--- src/rtl/mpcreg_pkg.sv ---
package mpcreg_pkg;

  localparam logic [11:0] OFF_CTRL   = 12'h000;
  localparam logic [11:0] OFF_NWORDS = 12'h010;
  localparam logic [11:0] OFF_BCFG   = 12'h014;
  localparam logic [11:0] OFF_IDX    = 12'h018;
  localparam logic [11:0] OFF_WIN    = 12'h01C;
  localparam logic [11:0] OFF_INTEN  = 12'h028;
  localparam logic [11:0] OFF_ID_LO  = 12'hFD0;

  localparam int CTRL_ERR_BIT  = 4;
  localparam int CTRL_STEP_BIT = 8;
  localparam int CTRL_LOCK_BIT = 31;
  localparam logic [31:0] CTRL_KEEP  = 32'h8000_0110;
  localparam logic [31:0] CTRL_RESET = 32'h0000_0100;

  typedef enum logic [2:0] {
    SEL_NONE, SEL_CTRL, SEL_NWORDS, SEL_BCFG,
    SEL_IDX, SEL_WIN, SEL_INTEN, SEL_ID
  } reg_sel_e;

  function automatic logic [31:0] lane_mask(input logic [3:0] be);
    return {{8{be[3]}}, {8{be[2]}}, {8{be[1]}}, {8{be[0]}}};
  endfunction

  function automatic logic [31:0] merge_lanes(input logic [31:0] cur,
                                              input logic [31:0] nw,
                                              input logic [3:0]  be);
    return (cur & ~lane_mask(be)) | (nw & lane_mask(be));
  endfunction

  function automatic logic [31:0] wrap_index(input logic [31:0] v,
                                             input int unsigned nw);
    return v % nw;
  endfunction

  function automatic logic [31:0] id_word(input logic [3:0] slot);
    return 32'h0000_00C0 + {28'd0, slot};
  endfunction

endpackage

--- src/rtl/mpcreg_decode.sv ---
module mpcreg_decode
  import mpcreg_pkg::*;
(
  input  logic [11:0] addr,
  input  logic        secure,
  output reg_sel_e    sel,
  output logic [3:0]  id_slot,
  output logic        ns_blocked
);

  logic [11:0] a_word;
  assign a_word     = addr & 12'hFFC;
  assign ns_blocked = !secure && (a_word < OFF_ID_LO);
  assign id_slot    = a_word[5:2] - 4'd4;

  always_comb begin
    sel = SEL_NONE;
    if (!ns_blocked) begin
      if (a_word >= OFF_ID_LO) sel = SEL_ID;
      else begin
        case (a_word)
          OFF_CTRL:   sel = SEL_CTRL;
          OFF_NWORDS: sel = SEL_NWORDS;
          OFF_BCFG:   sel = SEL_BCFG;
          OFF_IDX:    sel = SEL_IDX;
          OFF_WIN:    sel = SEL_WIN;
          OFF_INTEN:  sel = SEL_INTEN;
          default:    sel = SEL_NONE;
        endcase
      end
    end
  end

endmodule

--- src/rtl/mpcreg_lut.sv ---
module mpcreg_lut
  import mpcreg_pkg::*;
#(
  parameter int NWORDS = 8,
  parameter int IDXW   = 3
) (
  input  logic                   clk,
  input  logic                   rst_n,
  input  logic                   wr_en,
  input  logic [IDXW-1:0]        idx,
  input  logic [31:0]            wdata,
  input  logic [3:0]             be,
  output logic [31:0]            rd_word,
  output logic [NWORDS*32-1:0]   words_flat
);

  logic [31:0] words [NWORDS];

  always_ff @(posedge clk or negedge rst_n) begin
    if (!rst_n) begin
      for (int w = 0; w < NWORDS; w++) words[w] <= '0;
    end else if (wr_en) begin
      for (int w = 0; w < NWORDS; w++)
        if (idx == IDXW'(w)) words[w] <= merge_lanes(words[w], wdata, be);
    end
  end

  assign rd_word = words[idx];

  for (genvar g = 0; g < NWORDS; g++) begin : g_flat
    assign words_flat[g*32 +: 32] = words[g];
  end

  // the map only moves on a window write strobe
  p_map_hold_r4: assert property (@(posedge clk) disable iff (!rst_n)
    !wr_en |=> $stable(words_flat));

endmodule

--- src/rtl/mpcreg_top.sv ---
module mpcreg_top
  import mpcreg_pkg::*;
#(
  parameter int NUM_BLOCKS = 256,
  parameter int BLK_LOG2   = 12
) (
  input  logic                  clk,
  input  logic                  rst_n,
  input  logic                  req_valid,
  input  logic                  req_write,
  input  logic                  req_secure,
  input  logic [11:0]           req_addr,
  input  logic [3:0]            req_be,
  input  logic [31:0]           req_wdata,
  output logic                  rsp_valid,
  output logic [31:0]           rsp_rdata,
  output logic [NUM_BLOCKS-1:0] map_bits,
  output logic                  err_resp_en,
  output logic                  lock_active,
  output logic                  irq_en
);

  localparam int NWORDS = (NUM_BLOCKS + 31) / 32;
  localparam int IDXW   = (NWORDS > 1) ? $clog2(NWORDS) : 1;

  reg_sel_e          sel;
  logic [3:0]        id_slot;
  logic              ns_blocked;
  logic [31:0]       ctrl_q;
  logic [IDXW-1:0]   idx_q;
  logic              inten_q;
  logic [31:0]       win_word;
  logic [NWORDS*32-1:0] words_flat;
  logic [31:0]       rd_mux;
  logic              rsp_valid_q;
  logic [31:0]       rsp_rdata_q;

  mpcreg_decode u_dec (
    .addr(req_addr), .secure(req_secure),
    .sel(sel), .id_slot(id_slot), .ns_blocked(ns_blocked)
  );

  // Named access events
  logic acc_wr, acc_rd, full_word, locked, step_on;
  logic ev_ctrl_wr, ev_idx_wr, ev_win_wr, ev_inten_wr, ev_step;
  assign acc_wr      = req_valid && req_write;
  assign acc_rd      = req_valid && !req_write;
  assign full_word   = (req_be == 4'hF);
  assign locked      = ctrl_q[CTRL_LOCK_BIT];
  assign step_on     = ctrl_q[CTRL_STEP_BIT];
  assign ev_ctrl_wr  = acc_wr && (sel == SEL_CTRL)  && !locked;
  assign ev_win_wr   = acc_wr && (sel == SEL_WIN)   && !locked;
  assign ev_inten_wr = acc_wr && (sel == SEL_INTEN) && !locked;
  assign ev_idx_wr   = acc_wr && (sel == SEL_IDX);
  assign ev_step     = (ev_win_wr || (acc_rd && sel == SEL_WIN)) && full_word && step_on;

  mpcreg_lut #(.NWORDS(NWORDS), .IDXW(IDXW)) u_lut (
    .clk(clk), .rst_n(rst_n), .wr_en(ev_win_wr), .idx(idx_q),
    .wdata(req_wdata), .be(req_be), .rd_word(win_word), .words_flat(words_flat)
  );

  logic [31:0] idx_ext, idx_merged;
  logic [IDXW-1:0] idx_wr_val, idx_inc;
  assign idx_ext    = {{(32-IDXW){1'b0}}, idx_q};
  assign idx_merged = merge_lanes(idx_ext, req_wdata, req_be);
  assign idx_wr_val = IDXW'(wrap_index(idx_merged, NWORDS));
  assign idx_inc    = (idx_q == IDXW'(NWORDS - 1)) ? '0 : idx_q + 1'b1;

  always_ff @(posedge clk or negedge rst_n) begin
    if (!rst_n) begin
      ctrl_q  <= CTRL_RESET;
      idx_q   <= '0;
      inten_q <= 1'b1;
    end else begin
      if (ev_ctrl_wr)  ctrl_q  <= merge_lanes(ctrl_q, req_wdata, req_be) & CTRL_KEEP;
      if (ev_idx_wr)   idx_q   <= idx_wr_val;
      else if (ev_step) idx_q  <= idx_inc;
      if (ev_inten_wr) inten_q <= req_wdata[0] & req_be[0];
    end
  end

  always_comb begin
    case (sel)
      SEL_CTRL:   rd_mux = ctrl_q;
      SEL_NWORDS: rd_mux = 32'(NWORDS);
      SEL_BCFG:   rd_mux = 32'(BLK_LOG2 - 5);
      SEL_IDX:    rd_mux = idx_ext;
      SEL_WIN:    rd_mux = win_word;
      SEL_INTEN:  rd_mux = {31'd0, inten_q};
      SEL_ID:     rd_mux = id_word(id_slot);
      default:    rd_mux = '0;
    endcase
  end

  always_ff @(posedge clk or negedge rst_n) begin
    if (!rst_n) begin
      rsp_valid_q <= 1'b0;
      rsp_rdata_q <= '0;
    end else begin
      rsp_valid_q <= req_valid;
      rsp_rdata_q <= (req_valid && !req_write) ? rd_mux : '0;
    end
  end

  assign rsp_valid   = rsp_valid_q;
  assign rsp_rdata   = rsp_rdata_q;
  assign map_bits    = words_flat[NUM_BLOCKS-1:0];
  assign err_resp_en = ctrl_q[CTRL_ERR_BIT];
  assign lock_active = locked;
  assign irq_en      = inten_q;

  // index never leaves the map
  p_idx_range_r6: assert property (@(posedge clk) disable iff (!rst_n)
    32'(idx_q) < NWORDS);
  // lock is sticky and freezes control, enable and map
  p_lock_sticky_r7: assert property (@(posedge clk) disable iff (!rst_n)
    lock_active |=> lock_active);
  p_lock_freeze_r7: assert property (@(posedge clk) disable iff (!rst_n)
    lock_active |=> ($stable(ctrl_q) && $stable(irq_en) && $stable(map_bits)));
  // non-secure writes below the ID area touch nothing
  p_ns_write_ignored_r8: assert property (@(posedge clk) disable iff (!rst_n)
    (req_valid && req_write && ns_blocked) |=>
      ($stable(ctrl_q) && $stable(idx_q) && $stable(irq_en) && $stable(map_bits)));
  p_ns_read_zero_r8: assert property (@(posedge clk) disable iff (!rst_n)
    (req_valid && !req_write && ns_blocked) |=> (rsp_rdata == 32'd0));
  // one response per access, one cycle later
  p_rsp_follow_r11: assert property (@(posedge clk) disable iff (!rst_n)
    req_valid |=> rsp_valid);
  p_rsp_idle_r11: assert property (@(posedge clk) disable iff (!rst_n)
    !req_valid |=> !rsp_valid);

endmodule

--- config.mk ---
export PLATFORM = sky130hd
export DESIGN_NAME = mpcreg_top
export DESIGN_NICKNAME = d
export VERILOG_FILES = /design/src/rtl/mpcreg_pkg.sv /design/src/rtl/mpcreg_decode.sv /design/src/rtl/mpcreg_lut.sv /design/src/rtl/mpcreg_top.sv
export SDC_FILE = /design/constraint.sdc
export NUM_CORES = 1
export LEC_CHECK = 0
export BUFFER_PORTS_ARGS = -buffer_cell sky130_fd_sc_hd__buf_2
export CAP_MARGIN = 5
export CELL_PAD_IN_SITES_DETAIL_PLACEMENT = 0
export CELL_PAD_IN_SITES_GLOBAL_PLACEMENT = 1
export CORE_MARGIN = 5
export CORE_UTILIZATION = 43
export CTS_CLUSTER_SIZE = 20
export DETAILED_ROUTE_END_ITERATION = 8
export PLACE_DENSITY_LB_ADDON = 0.1
export SLEW_MARGIN = 20
export SYNTH_ARGS = -nofsm -noshare
export SYNTH_HDL_FRONTEND = slang
export SYNTH_HIERARCHICAL = 1
export SYNTH_SLANG_ARGS = --single-unit
--- constraint.sdc ---
create_clock -name clk -period 2.5 [get_ports clk]
set_input_delay 0.125 -clock clk [delete_from_list [all_inputs] [get_ports clk]]
set_output_delay 0.125 -clock clk [all_outputs]
set_load 0.01 [all_outputs]
==> run metrics, run 1 <==
htree depth 2; Worst Hold Depth 2; RSZ-0062 raised after global routing false; clock network power share 0.486; worst setup margin 276.2 ps; initial core utilization 0.4341; Area Overhead vs Synth 33.69%; Sequential Power Share 0.452; Final Hold Viols 0; layout cell share with drive strength beyond 1 0.5917; actual slew at the worst max-slew pin 606.4 ps; vias in the first global route 10750; Hold WC Path Type in -> reg; routed vias 9970; DRT Pass-1 Iters 4; fin crit share 0.8895; Worst EP arrival 2650 ps; Slew Limit Headroom 0.5957; die area 35350 um^2; Vert. Die Dim 188.0 um; warnings from Yosys 6; Reg clk slew, reported paths 60 ps; crit start category flip-flop; Tot Pwr 10.65 mW; pwr/cell area 584.6 nW/um^2; min Tclk post-route 2224 ps; clk sink count 296; die width 188.0 um; syn_nets 1021; fillers 2639; Post-DRT Antenna Nets 0; Pint 8.271 mW; WP data required 2930 ps; drt drc 0; Pins Over Slew Limit 0; Fmax 0.4497 GHz; hpwl dp 30640 um; outcome finished clean; Peak VDD IR 0.5392 mV; setup violators final 0; grt ovf 0; Syn Area/Cell 14.17 um^2; Logic pwr share 0.062; via/cell ratio 5.383; CTS Buffer Depth 3; CTS tree yes; commonest non-fill, non-tap cell in the layout buf_2; largest net degree at the start of global routing 73; DP Worst Slack -159.8 ps; cts bufs inserted 34; Cells after Synth 962; commonest non-fill, non-tap cells in the layout buf_2, mux2_2, dfrtp_1; port bufs 342; RD Place Congestion 0.8231; Tot GR Track Use 0.2374; Setup CP Type reg -> reg; switch share 0.2234; WL/cell 23.19 um; core area 31390 um^2; DR iter-0 viols 420; Leak Pwr 10.01 nW; final WL 42940 um; worst skew pair latency 500 ps; Max Cap Viol 0; Antenna diodes 0; # IOs 345; initial antenna violation count 0; root buffer cell clkbuf_16; Psw 2.379 mW; fin nets 1485; Worst Setup End Kind flip-flop; Worst Reg-to-Reg Cells 6; clock skew 7.576 ps; Std-Cell Rows 65; Mapped Area 13630 um^2; first-pass GRT wire length 65730 um; CP max FO 17
[power by group through the flow]
| stage | logic, mW | registers [mW] | clock network [mW] |
|---|---|---|---|
| floorplan | 0.275 | 4.89 | 0 |
| global placement | 0.616 | 4.90 | 0 |
| detailed placement | 0.618 | 4.90 | 0 |
| CTS | 0.663 | 4.81 | 5.29 |
| global route | 0.717 | 4.81 | 5.49 |
| finish | 0.656 | 4.82 | 5.18 |
[worst paths after layout]
kind / slack, ps / startpoint / endpoint
max in group asynchronous: 1520 / rst_n / async pin
min: 30 / req_wdata[2] / flip-flop
max: 280 / flip-flop / rsp_rdata[8]
min reg2reg: 500 / irq_en / irq_en
max reg2reg: 280 / flip-flop / rsp_rdata[8]
min in group asynchronous: 190 / rst_n / rsp_rdata[31]
[metrics by stage]
step	utilization	TNS, ps	instances	area (um^2)	hold WS (ps)
after floorplan	-	0	962	13630	-170.6
after global placement	0.5313	-14710	1757	16680	149.1
after detailed placement	0.5313	-17660	1757	16680	146.7
after CTS	0.5803	0	1852	18220	20.69
after global routing	0.5803	0	1852	18220	27.07
final	0.5803	0	1852	18220	29.53
[cell type report]
class / instances / area [um^2] / share of cell area
Sequential cell: 296 / 7416 / 0.4071
Inverter: 6 / 22.52 / 0.001236
Clock buffer: 50 / 1055 / 0.05790
Tap cell: 402 / 503.0 / 0.02761
Clock inverter: 10 / 132.6 / 0.007280
Multi-Input combinational cell: 616 / 5953 / 0.3268
Timing Repair Buffer: 472 / 3136 / 0.1721
[what timing repair did]
item                      CTS  global route
hold endpoints to repair  290             0
resized for setup           0             0
buffers inserted            0             0
hold buffers               35             0
[metal layers]
metal | GRT usage | part of all wire | vias to the layer above
met1 | 0.3153 | 0.43 | 5034
met3 | 0.06627 | 0.070 | 71
li1 | - | - | 4522
met5 | 0 | 0 | -
met2 | 0.3846 | 0.47 | 343
met4 | 0.06494 | 0.027 | 0
[worst max-delay path: stages, from the launching register on]
cell and delay [ps]:
dfrtp_2 550, buf_4 330, or2_2 340, o2bb2ai_1 120
a211oi_1 500, mux2i_1 160, nor2_1 140
Note: power is estimated with default switching activity, not from simulation.
==> run 2, diff against run 1 <==
Settings changed: PLACE_DENSITY from default to 0.83, PLACE_DENSITY_LB_ADDON 0.1 to default, RECOVER_POWER from default to 100.
==> run metrics, run 2 (synthesized netlist as in run 1, its figures left out) <==
outcome finished clean; Pins Over Slew Limit 0 (unchanged); Worst EP arrival 2760 ps (+110 ps); core area 31390 um^2 (unchanged); clock network power share 0.490 (+0.004); crit-path cells nand2b_1 > clkbuf_1 > o22ai_1 > a211oi_1 > nor2_1 > nor2_1; DR iter-0 viols 514 (+22%); die area 35350 um^2 (unchanged); RSZ-0062 raised after global routing false; Std-Cell Rows 65 (unchanged); largest net degree at the start of global routing 73 (unchanged); htree depth 2 (unchanged); Psw 2.361 mW (-0.76%); clk sink count 296 (unchanged); Final Non-Filler Cells 1831 (-1.1%); Pint 8.353 mW (+0.99%); Worst Setup End Kind flip-flop; pwr/cell area 620.8 nW/um^2 (+6.2%); Setup CP Type reg -> reg; Max Cap Viol 0 (unchanged); CP max FO 32 (+15); Worst Path Buf+Inv 1 (unchanged); routed vias 10080 (+1.1%); die width 188.0 um (unchanged); Hold Startpoint req_wdata[8]; Tot GR Track Use 0.2416 (+0.004204); vias in the first global route 10730 (-0.19%); DRT Pass-1 Iters 5 (+1); Slew Limit Headroom 0.1320 (-0.4638); clock skew 10.33 ps (+2.755 ps); root buffer cell clkbuf_16; worst setup margin 167.6 ps (-108.6 ps); Post-DRT Antenna Nets 0 (unchanged); WP data required 2920 ps (about the same); port bufs 342 (unchanged); RD Place Congestion 0.8529 (+3.6%); fin nets 1466 (-1.3%); Reg clk slew, reported paths 60 ps (about the same); Final Hold Viols 0 (unchanged); grt ovf 0 (unchanged); slowest cell on the critical path dfrtp_4; Crit path max-delay family flip-flops; fin crit share 0.9330 (+0.04344); layout cell share with drive strength beyond 1 0.3555 (-0.2362); first-pass GRT wire length 66990 um (+1.9%); CTS tree yes; Peak VDD IR 0.5505 mV (+2.1%); CP peak stage delay 730 ps (+180 ps); Leak Pwr 8.452 nW (-16%); Hold WC Path Type in -> reg; WL/cell 23.84 um (+2.8%); CTS Buffer Depth 3 (unchanged); Vert. Die Dim 188.0 um (unchanged); switch share 0.2203 (-0.003026); # IOs 345 (unchanged); initial core utilization 0.4341 (unchanged); worst skew pair latency 500 ps (about the same); actual slew at the worst max-slew pin 1302 ps (+695.7 ps); commonest non-fill, non-tap cell in the layout clkbuf_1; Sequential Power Share 0.450 (-0.002); min Tclk post-route 2332 ps (+108.6 ps); Area Overhead vs Synth 26.65%; Fmax 0.4287 GHz (-4.7%); drt drc 0 (unchanged); cts bufs inserted 34 (unchanged); CTS resizes 0 (unchanged); hpwl dp 30810 um (+0.57%); Top cell by count, worst path nor2_1; placed insts 1738 (-1.1%); commonest non-fill, non-tap cells in the layout clkbuf_1, mux2_2, dfrtp_1; DP Worst Slack -251.4 ps (-91.64 ps); crit start category flip-flop; Logic pwr share 0.060 (-0.002); final WL 43640 um (+1.6%); Antenna diodes 0 (unchanged); via/cell ratio 5.506 (+2.3%); setup violators final 0 (unchanged); initial antenna violation count 0 (unchanged)
[run 2: cell count changes in the layout (fill, tap and decap cells not counted), moves of 2 or more]
cell | previous run | this run
clkbuf_1 | 5 | 311
buf_2 | 341 | 48
buf_4 | 67 | 31
nor2_1 | 29 | 51
clkbuf_2 | 0 | 19
buf_12 | 28 | 11
nor2_4 | 24 | 9
and2_0 | 0 | 14
and2_1 | 23 | 9
nor2_2 | 8 | 2
clkbuf_4 | 0 | 2
clkinv_2 | 5 | 3
[run 2: path summary, 6_finish.rpt]
kind / end / slack (ps) / cells after the start
max in group asynchronous: async pin / 630 / 3
hold / removal: flip-flop / 40 / 2
hold reg to reg: irq_en / 500 / 2
setup reg to reg: rsp_rdata[6] / 170 / 6
min in group asynchronous: async pin / 190 / 2
setup / recovery: rsp_rdata[6] / 170 / 6
[run 2: area by class of cell]
cell class	instances	area (um^2)
Clock inverter	8	143.9
Inverter	6	22.52
Fill cell	2807	14130
Clock buffer	50	1055
Timing Repair Buffer	453	2317
Multi-Input combinational cell	616	5801
Sequential cell	296	7416
Tap cell	402	503.0
[run 2: power groups by stage]
| stage | logic (mW) | registers, mW | clock network, mW |
|---|---|---|---|
| after floorplan | 0.275 | 4.89 | 0 |
| after global placement | 0.619 | 4.91 | 0 |
| after detailed placement | 0.627 | 4.91 | 0 |
| after CTS | 0.672 | 4.82 | 5.37 |
| after global routing | 0.700 | 4.82 | 5.57 |
| final | 0.642 | 4.82 | 5.25 |
[run 2: what timing repair did]
action	CTS	global route
hold buffers	35	0
endpoints found under the hold margin	293	0
buffers inserted	0	0
[run 2: worst register-to-register path, stage by stage, from the launching register on]
cell and delay, ps:
dfrtp_4 730, nand2b_1 380, clkbuf_1 400, o22ai_1 160, a211oi_1 420, nor2_1 80, nor2_1 100
[run 2: layer usage]
layer,up-vias,GRT usage,wire length [um]
li1,4462,-,-
met1,5182,0.3229,18660
met2,371,0.3996,20880
met3,67,0.05454,3030
met4,0,0.06494,1069
met5,-,0,0
[run 2: metrics by stage]
stage / power (mW) / util / hold WS, ps / instance area (um^2) / setup TNS (ps)
after global placement: 5.527 / 0.5238 / 161.8 / 16440 / -20410
after floorplan: 5.169 / - / -170.6 / 13630 / 0
after CTS: 10.87 / 0.5732 / 4.173 / 17990 / 0
after detailed placement: 5.534 / 0.5238 / 165.3 / 16440 / -33890
final: 10.71 / 0.5497 / 35.03 / 17260 / 0
after global routing: 11.09 / 0.5497 / 20.90 / 17260 / 0
==> run 3, diff against run 2 <==
Settings changed: CTS_CLUSTER_SIZE 20 to 24, RECOVER_POWER 100 to default.
==> run metrics, run 3 (synthesized netlist as in run 1, its figures left out) <==
min Tclk post-route 2307 ps (-25.00 ps); DRT Pass-1 Iters 5 (unchanged); crit-path cells buf_4 > mux2i_1 > o2bb2ai_1 > a211oi_1 > mux2i_1 > nor2_1; outcome finished clean; Hold WC Path Type in -> reg; port bufs 342 (unchanged); Reg clk slew, reported paths 60 ps (about the same); setup bufs post-CTS 0 (unchanged); core area 31390 um^2 (unchanged); DR iter-0 viols 556 (+8.2%); Tot GR Track Use 0.2411 (-0.0004992); fin nets 1466 (unchanged); Fmax 0.4334 GHz (+1.1%); cts bufs inserted 34 (unchanged); Post-DRT Antenna Nets 0 (unchanged); vias in the first global route 10770 (+0.34%); hpwl dp 30810 um (unchanged); Max Cap Viol 0 (unchanged); CP max FO 32 (unchanged); fillers 2594 (-7.6%); Peak VDD IR 0.5681 mV (+3.2%); die width 188.0 um (unchanged); Final Hold Viols 0 (unchanged); clock skew 13.31 ps (+2.981 ps); Slew Limit Headroom 0.4416 (+0.3096); slowest cell on the critical path dfrtp_4; WP data required 2930 ps (about the same); drt drc 0 (unchanged); CTS Buffer Depth 3 (unchanged); Worst Reg-to-Reg Cells 6 (unchanged); Logic pwr share 0.062 (+0.002); Worst Path Buf+Inv 1 (unchanged); Multi-input gate area 5948 um^2 (+2.5%); largest net degree at the start of global routing 73 (unchanged); Pins Over Slew Limit 0 (unchanged); CP peak stage delay 730 ps (about the same); Vert. Die Dim 188.0 um (unchanged); Tot Pwr 10.76 mW (+0.41%); WL/cell 23.80 um (-0.13%); actual slew at the worst max-slew pin 833.9 ps (-468.2 ps); RSZ-0062 raised after global routing false; Area Overhead vs Synth 32.04%; layout cell share with drive strength beyond 1 0.5867 (+0.2312); Sequential Power Share 0.448 (-0.002); root buffer cell clkbuf_16; fin crit share 0.9230 (-0.009999); Worst EP arrival 2740 ps (-20 ps); commonest non-fill, non-tap cell in the layout buf_2; RD Place Congestion 0.8529 (unchanged); CTS tree yes; Antenna diodes 0 (unchanged); Crit path max-delay family flip-flops; die area 35350 um^2 (unchanged); FF/Latch Area 7416 um^2 (unchanged); crit start category flip-flop; Reg-to-Reg End rsp_rdata[8]; clock network power share 0.489 (about the same); routed vias 10130 (+0.49%); Setup CP Type reg -> reg; Worst Hold Depth 2 (unchanged); pwr/cell area 597.9 nW/um^2 (-3.7%); clk sink count 296 (unchanged); Hold Startpoint req_wdata[8]; switch share 0.2266 (+0.006312); setup violators final 0 (unchanged); Std-Cell Rows 65 (unchanged); Worst Setup End Kind flip-flop; DP Worst Slack -251.4 ps (unchanged); hold_buf cts 35 (unchanged); Psw 2.438 mW (+3.3%); Top cell by count, worst path mux2i_1; commonest non-fill, non-tap cells in the layout buf_2, mux2_2, dfrtp_1; first-pass GRT wire length 66930 um (about the same); initial antenna violation count 0 (unchanged); grt ovf 0 (unchanged); via/cell ratio 5.530 (+0.43%); htree depth 2 (unchanged); initial core utilization 0.4341 (unchanged); worst setup margin 192.6 ps (+25.00 ps); CTS resizes 0 (unchanged); Pint 8.320 mW (-0.40%); # IOs 345 (unchanged); internal reg-to-reg setup slack 190 ps (+20 ps); worst skew pair latency 510 ps (about the same); Leak Pwr 9.878 nW (+17%); final WL 43610 um (about the same)
-- run 3: worst max-delay path by stage --
stage | startpoint | end | slack [ps] | depth (start not counted)
after floorplan | req_addr[5] | flip-flop | 60 | 11
after CTS | flip-flop | rsp_rdata[8] | 240 | 6
final | flip-flop | rsp_rdata[8] | 190 | 6
after global placement | req_addr[5] | flip-flop | -180 | 12
after global routing | flip-flop | rsp_rdata[2] | 80 | 8
after detailed placement | req_addr[5] | flip-flop | -250 | 12
-- run 3: area by class of cell --
cell class              count  area share
inverters                   6    0.001252
well taps                 402     0.02795
repair buffers            453      0.1615
clock inverters            12    0.009735
clock buffers              47     0.05688
flip-flops and latches    296      0.4121
multi-input cells         616      0.3306
-- run 3: power groups by stage --
stage / combinational (mW) / clock, mW / sequential (mW)
after global placement: 0.619 / 0 / 4.91
final: 0.671 / 5.27 / 4.82
after detailed placement: 0.627 / 0 / 4.91
after floorplan: 0.275 / 0 / 4.89
after global routing: 0.728 / 5.57 / 4.82
after CTS: 0.672 / 5.38 / 4.82
-- run 3: metrics by stage --
stage	area (um^2)	hold WS (ps)	util	instances	setup TNS [ps]
2_1_floorplan	13630	-170.6	-	962	0
3_3_place_gp	16440	161.8	0.5238	1738	-20410
3_5_place_dp	16440	165.3	0.5238	1738	-33890
4_1_cts	17990	5.136	0.5732	1832	0
5_1_grt	17990	22.55	0.5732	1832	0
6_report	17990	35.37	0.5732	1832	0
-- run 3: routing by layer --
layer / global-route usage / share of wire
met5: 0 / 0
met4: 0.06324 / 0.024
met3: 0.05510 / 0.073
met2: 0.3986 / 0.48
met1: 0.3226 / 0.43
